--- config.mk ---
export PLATFORM = sky130hd
export DESIGN_NAME = periph_perm_ctl
export DESIGN_NICKNAME = d
export VERILOG_FILES = /design/src/rtl/periph_perm_ctl.sv
export SDC_FILE = /design/constraint.sdc
export NUM_CORES = 1
export LEC_CHECK = 0
export ABC_AREA = 1
export BUFFER_PORTS_ARGS = -buffer_cell sky130_fd_sc_hd__buf_4
export CORE_MARGIN = 1.5
export CORE_UTILIZATION = 57
export DETAILED_ROUTE_END_ITERATION = 10
export PLACE_DENSITY = 0.84
export SLEW_MARGIN = 40
export SYNTH_ARGS = -nofsm -noshare
export SYNTH_HDL_FRONTEND = slang
export SYNTH_SLANG_ARGS = --single-unit
--- constraint.sdc ---
create_clock -name clk -period 2.9 [get_ports clk]
set_input_delay 0.725 -clock clk [delete_from_list [all_inputs] [get_ports clk]]
set_output_delay 0.725 -clock clk [all_outputs]
set_load 0.05 [all_outputs]
--- src/rtl/periph_perm_ctl.sv ---
module periph_perm_ctl #(
  parameter int         NREG = 3,
  parameter logic [7:0] BASE = 8'h24,
  localparam int        NPER = 2 * NREG,
  localparam int        IW   = $clog2(NPER + 1)
) (
  input  logic          clk,
  input  logic          rst_n,
  input  logic          reg_en,
  input  logic          reg_we,
  input  logic [7:0]    reg_addr,
  input  logic [7:0]    reg_wdata,
  output logic [7:0]    reg_rdata,
  output logic          reg_err,
  input  logic [IW-1:0] chk_idx,
  input  logic          chk_write,
  input  logic          chk_super,
  output logic          chk_allow,
  output logic          chk_err
);

  logic [7:0] ctl [NREG];
  logic [7:0] off;
  logic       hit, sel_locked;
  logic [2:0] code;
  logic       idx_ok;

  assign off = reg_addr - BASE;
  assign hit = off < 8'(NREG);

  always_comb begin
    reg_rdata  = 8'h00;
    sel_locked = 1'b0;
    for (int i = 0; i < NREG; i++)
      if (hit && off == 8'(i)) begin
        reg_rdata  = ctl[i];
        sel_locked = ctl[i][7] | ctl[i][3];
      end
  end

  assign reg_err = reg_en & (~hit | (reg_we & sel_locked));

  for (genvar g = 0; g < NREG; g++) begin : g_reg
    logic wr;
    assign wr = reg_en & reg_we & hit & (off == 8'(g)) & ~(ctl[g][7] | ctl[g][3]);

    always_ff @(posedge clk or negedge rst_n)
      if (!rst_n)  ctl[g] <= 8'h00;
      else if (wr) ctl[g] <= reg_wdata;


    locked_hold_chk: assert property (@(posedge clk) disable iff (!rst_n)
      (ctl[g][7] | ctl[g][3]) |=> ctl[g] == $past(ctl[g]));

    lock_sticky_chk: assert property (@(posedge clk) disable iff (!rst_n)
      (ctl[g][7] && ctl[g][3]) |=> (ctl[g][7] && ctl[g][3]));

    oob_no_write_chk: assert property (@(posedge clk) disable iff (!rst_n)
      (reg_en && !hit) |=> ctl[g] == $past(ctl[g]));
  end

  always_comb begin
    code = 3'b111;
    for (int i = 0; i < NPER; i++)
      if (chk_idx == IW'(i))
        code = (i % 2 == 0) ? ctl[i/2][6:4] : ctl[i/2][2:0];
  end

  assign idx_ok = chk_idx < IW'(NPER);

  function automatic logic granted(input logic [2:0] c, input logic sup, input logic wr);
    logic rd_s, wr_s, rd_u, wr_u;
    rd_s = (c != 3'b111);
    wr_s = (c == 3'b000) | c[2] & (c != 3'b111);
    rd_u = (c == 3'b010) | c[2] & (c != 3'b111);
    wr_u = c[2] & ~c[0] ;
    return sup ? (wr ? wr_s : rd_s) : (wr ? wr_u : rd_u);
  endfunction

  assign chk_allow = idx_ok & granted(code, chk_super, chk_write);
  assign chk_err   = ~chk_allow;


  read_no_err_chk: assert property (@(posedge clk) disable iff (!rst_n)
    (reg_en && !reg_we && hit) |-> !reg_err);

  bad_idx_chk: assert property (@(posedge clk) disable iff (!rst_n)
    (chk_idx >= IW'(NPER)) |-> (chk_err && !chk_allow));

  code7_deny_chk: assert property (@(posedge clk) disable iff (!rst_n)
    (code == 3'b111) |-> !chk_allow);

endmodule

After elaboration in Yosys (flattened, before gate mapping). Cells that the tools add are included.

Flip-flop bits (word level): 24. Bits of input ports: 25. Output and inout bits: 11. Word-level logic and storage cells: 61.

$add $sub $neg: 1. $lt $le $gt $ge: 2. Eq/ne operators: 9. Multiplexer cells: 15. Bitwise gates (word level): 25. Reductions and logical operators: 6.

Operators with widths (count): 8-bit two-way mux (3); 3-bit two-way mux (6); 1-bit bitwise AND (13); 3-bit by 2-bit == test with 1-bit output, second input constant (3); 8-bit by 1-bit == test with 1-bit output, second input constant (1); 8-bit by 2-bit == test with 1-bit output, second input constant (1); 8-bit zero test (1); 8-bit by 2-bit < comparator with 1-bit output, second input constant (1); 8-bit by 6-bit subtractor with 8-bit output, second input constant (1); 3-bit == test, second input constant (2); 3-bit zero test (2); 1-bit two-way mux (6); 1-bit inverter (6); 1-bit OR (6); 3-bit by 1-bit == test with 1-bit output, second input constant (1); 1-bit logical AND (3); 3-bit < comparator, second input constant (1); 3-bit != test, second input constant (1).

Longest topological paths before layout.
Word-level depth: 14. Mapped depth: 14. Gate-level depth less buffers: 14.

Worst setup path before layout. Ideal clock, no wire load.

Path type: input port to output port. Start: input reg_addr[3]. End: output reg_err. Data arrival time: 2330 ps. Required time: 2175 ps. Setup slack: -155 ps. Cell stages on the path: 11. Cell sequence: nor2_1 nor2_1 nor2_1 nand2_1 nor2_1 inv_1 o21ai_0 nand2_1 nand2_1 a21oi_1 nor2_1.

Cells in the longest elaborated chain, start to end: 9.

RTL lines: start, declared (line 11) `input logic [7:0] reg_addr,`; 8-bit by 6-bit subtractor with 8-bit output * (line 28) `assign off = reg_addr - BASE;`; 8-bit by 2-bit < comparator with 1-bit output or 8-bit zero test (tied branches) (line 29, 35); 1-bit logical AND (line 35) `if (hit && off == 8'(i)) begin`; 1-bit two-way mux (3 in a row) (line 35); 1-bit bitwise AND (line 41) `assign reg_err = reg_en & (~hit | (reg_we & sel_locked));`; 1-bit OR * (line 41); 1-bit bitwise AND * (line 41); end, declared (line 14) `output logic reg_err,`.

Mark *: on every way between the ends. The rest lies on a longest branch, timed or not.

Worst setup path in the final report.
Start: input chk_idx[2]. End: output chk_allow.

Cells in the longest elaborated chain, start to end: 13.

RTL lines: start, declared (line 15) `input logic [IW-1:0] chk_idx,`; 3-bit zero test (line 65) `if (chk_idx == IW'(i))`; 3-bit two-way mux (6 in a row) (line 65); 3-bit != test (line 73, 74, 75); 1-bit bitwise AND (line 74, 75); 1-bit OR (on tied branches) (line 75, 74); 1-bit two-way mux (2 in a row) (line 77) `return sup ? (wr ? wr_s : rd_s) : (wr ? wr_u : rd_u);`; 1-bit bitwise AND * (line 80) `assign chk_allow = idx_ok & granted(code, chk_super, chk_write);`; end, declared (line 18) `output logic chk_allow,`.

Marked as above.

==> results_dict.tcl <==
set metrics [dict create \
    antenna_cells 0 \
    antenna_found_initial 0 \
    crit_path_cell_trace "buf_4, nor2_1, nand2_1, nor2_1, nor2_1, nand2_1, nand2_1, o21ai_2, nand2_1, nand2_1, nand2_1, nand2_2, clkinvlp_4, buf_4" \
    pin_count 36 \
    yosysTopAreaCell "dfrtp_1" \
    wl_per_cell_um 11.70 \
    crit_top_cell "nand2_1" \
    drv_cap 0 \
    cp_top_family "simple AND/OR/NAND/NOR gates" \
    slew_headroom_pct 61.53 \
    multi_input_area_um2 772.0 \
    p_per_area_nw_per_um2 319.6 \
    setup_violations 0 \
    synth_area_leaders "dfrtp_1 40%, nand2_1 18%, inv_1 9.0%, o21ai_2 5.2%, nor2_1 4.7%" \
    yosys.cell_types.count 21 \
    largest_reg_flops 24 \
    synth.cell_area_um2 1509 \
    reg_top3 "ctl (24)" \
    fin_ws_ns 0.09569 \
    syn-num-nets 239 \
    die_width_um 54.45 \
    synthCells 214 \
    period_share_pct 96.70 \
    seq_area_frac_synth_pct 39.80 \
    start_util_pct 60.36 \
    synth_top_area_share_pct 39.80 \
    synth_edf_count 0 \
    critPathKind "in2out" \
    clk_pin_slew_ns 0.11 \
    clockBufferDepth 2 \
    dp_slack_ns 0.05033 \
    hold_buffers 0 \
    leakagePower_uw 0.0009944 \
    finalHoldViolCount 0 \
    gp_congestion 0.8141 \
    required_ns 2.17 \
    rsz0062_at_grt "true" \
    post-route-drc-count 0 \
    drv_slew 0 \
    crit_path_start_kind "input pin" \
    cts_root_buf "clkbuf_4" \
    syn2layout_area_growth_pct 24.30 \
    first_pass_iters 4 \
    die_area_um2 2965 \
    tightestPinTransition_ns 0.5756 \
    io_buffers 35 \
    h-tree-depth 1 \
    num-fill-cells 205 \
    nets 281 \
    fin_crit_ns 2.804 \
    track_usage_pct 24.94 \
    arrival_ns 2.08 \
    max_freq_ghz 0.3566 \
    outcome "complete, no violations" \
    synthArstFlopShare_pct 100.0 \
    ys_ff_latch 24 \
    grt_pass1_wl_um 5368 \
    core-area_um2 2500 \
    yosysMostFrequentCell "nand2_1" \
    grt_pass1_vias 1288 \
    hold_class "in2async" \
    cts_tree "done" \
    slowest_stage "buf_4" \
    drt-total-wl_um 3324 \
    ir_worst_vdd_mv 0.4149 \
    synth_ff_type "dfrtp_1" \
    seqCellArea_um2 600.6 \
    end_kind "output pin" \
    synth_commonest_cells "71 x nand2_1, 36 x inv_1, 24 x dfrtp_1, 19 x nor2_1, 13 x o21ai_1" \
    hpwl_um 2503 \
    core.rowCount 18 \
    grt_max_degree 25 \
    finalClockSkew_ns 0.002001 \
    vias 1476 \
    postRouteAntennaNets 0 \
    dr.first_iter.drc_count 53 \
    avgSynthCellArea_um2 7.051 \
    drive_above_1_share_pct 28.35 \
    yosysWarnings 0 \
    viasPerCell 5.197 \
    grt_overflow 0 \
    clkSinkCount 24 \
    dieHeight_um 54.45 \
    clk_latency_ns 0.30 \
    cts_made_buffers 3 \
    cpPeakStageDelay_ns 0.18 \
    max_flop_register "ctl" \
    crit_buf_inv 3 \
    final_cells 284 \
    placed_cells 280 \
    critPathMaxFanout 5 \
]
power by group:
group / internal (uW) / leakage (uW) / switching (uW) / total (uW)
clock: 48.5 / 0.0000138 / 87.0 / 136
sequential: 335 / 0.000315 / 0.0825 / 335
combinational: 50.1 / 0.000666 / 79.1 / 129
total: 433 / 0.000994 / 166 / 599
layout make-up:
class / instances / share of cell area [%]
sequential: 24 / 32.02
inverter: 37 / 7.605
multi-input combinational: 150 / 41.16
tap: 30 / 2.001
clock buffer: 3 / 1.201
timing repair buffer: 40 / 16.01
routing by layer:
metal,vias up,routed length (um),global-route usage (%)
li1,760,-,-
met2,55,1502,40.76
met1,654,1557,35.89
met3,7,206,1.639
met4,0,58,7.083
met5,-,0,0
cells in the final DEF (no fill, tap or decap), types with 4 or more instances in the layout:
master	instances
o221ai_1	4
nor2_2	4
nand3_1	12
dfrtp_1	24
a21oi_1	6
buf_4	40
o21ai_1	13
inv_1	33
o21ai_2	10
nor2_1	14
nand2_1	69
worst register-to-register path: stages, from the launching register on:
cell and delay, ns:
dfrtp_1 0.44, nor3_4 0.19, nand2_1 0.36, nand2_1 0.21, o21ai_2 0.07
through the flow:
step | utilization, % | setup TNS [ns] | hold WS [ns] | instance area, um2 | power [uW]
2_1_floorplan | - | -0.02930 | 0.4294 | 1520 | 414.4
3_3_place_gp | 72.82 | 0 | 0.4651 | 1821 | 464.7
3_5_place_dp | 72.82 | 0 | 0.4691 | 1821 | 466.1
4_1_cts | 73.72 | 0 | 0.2948 | 1843 | 600.4
5_1_grt | 75.02 | -0.05397 | 0.2952 | 1876 | 634.2
6_report | 75.02 | 0 | 0.2895 | 1876 | 599.5
logic make-up after synthesis:
logic type / after synthesis / share of synthesized area [%]
simple gates: 111 / 32.01
buf+inv: 40 / 11.19
compound gates: 39 / 17.00
flops: 24 / 39.80
worst paths after layout:
kind / start / endpoint / slack, ns / cells past startpoint
min in group clk: ctl[9]$_DFFE_PN0P_ / ctl[9]$_DFFE_PN0P_ / 0.50 / 2
worst min register to register: ctl[9]$_DFFE_PN0P_ / ctl[9]$_DFFE_PN0P_ / 0.50 / 2
worst max-delay path: chk_idx[2] / chk_allow / 0.1 / 14
max in group asynchronous: rst_n / ctl[1]$_DFFE_PN0P_ / 2.39 / 1
worst max register to register: ctl[7]$_DFFE_PN0P_ / ctl[1]$_DFFE_PN0P_ / 1.50 / 4
worst min-delay path: rst_n / ctl[15]$_DFFE_PN0P_ / 0.29 / 1
what timing repair did:
| item | 4_1_cts | 5_1_grt |
|---|---|---|
| buffers inserted | 0 | 1 |
| gates resized for setup | 0 | 10 |
| setup endpoints to repair | 0 | 9 |
No activity file was read; power rests on OpenSTA's default activity.
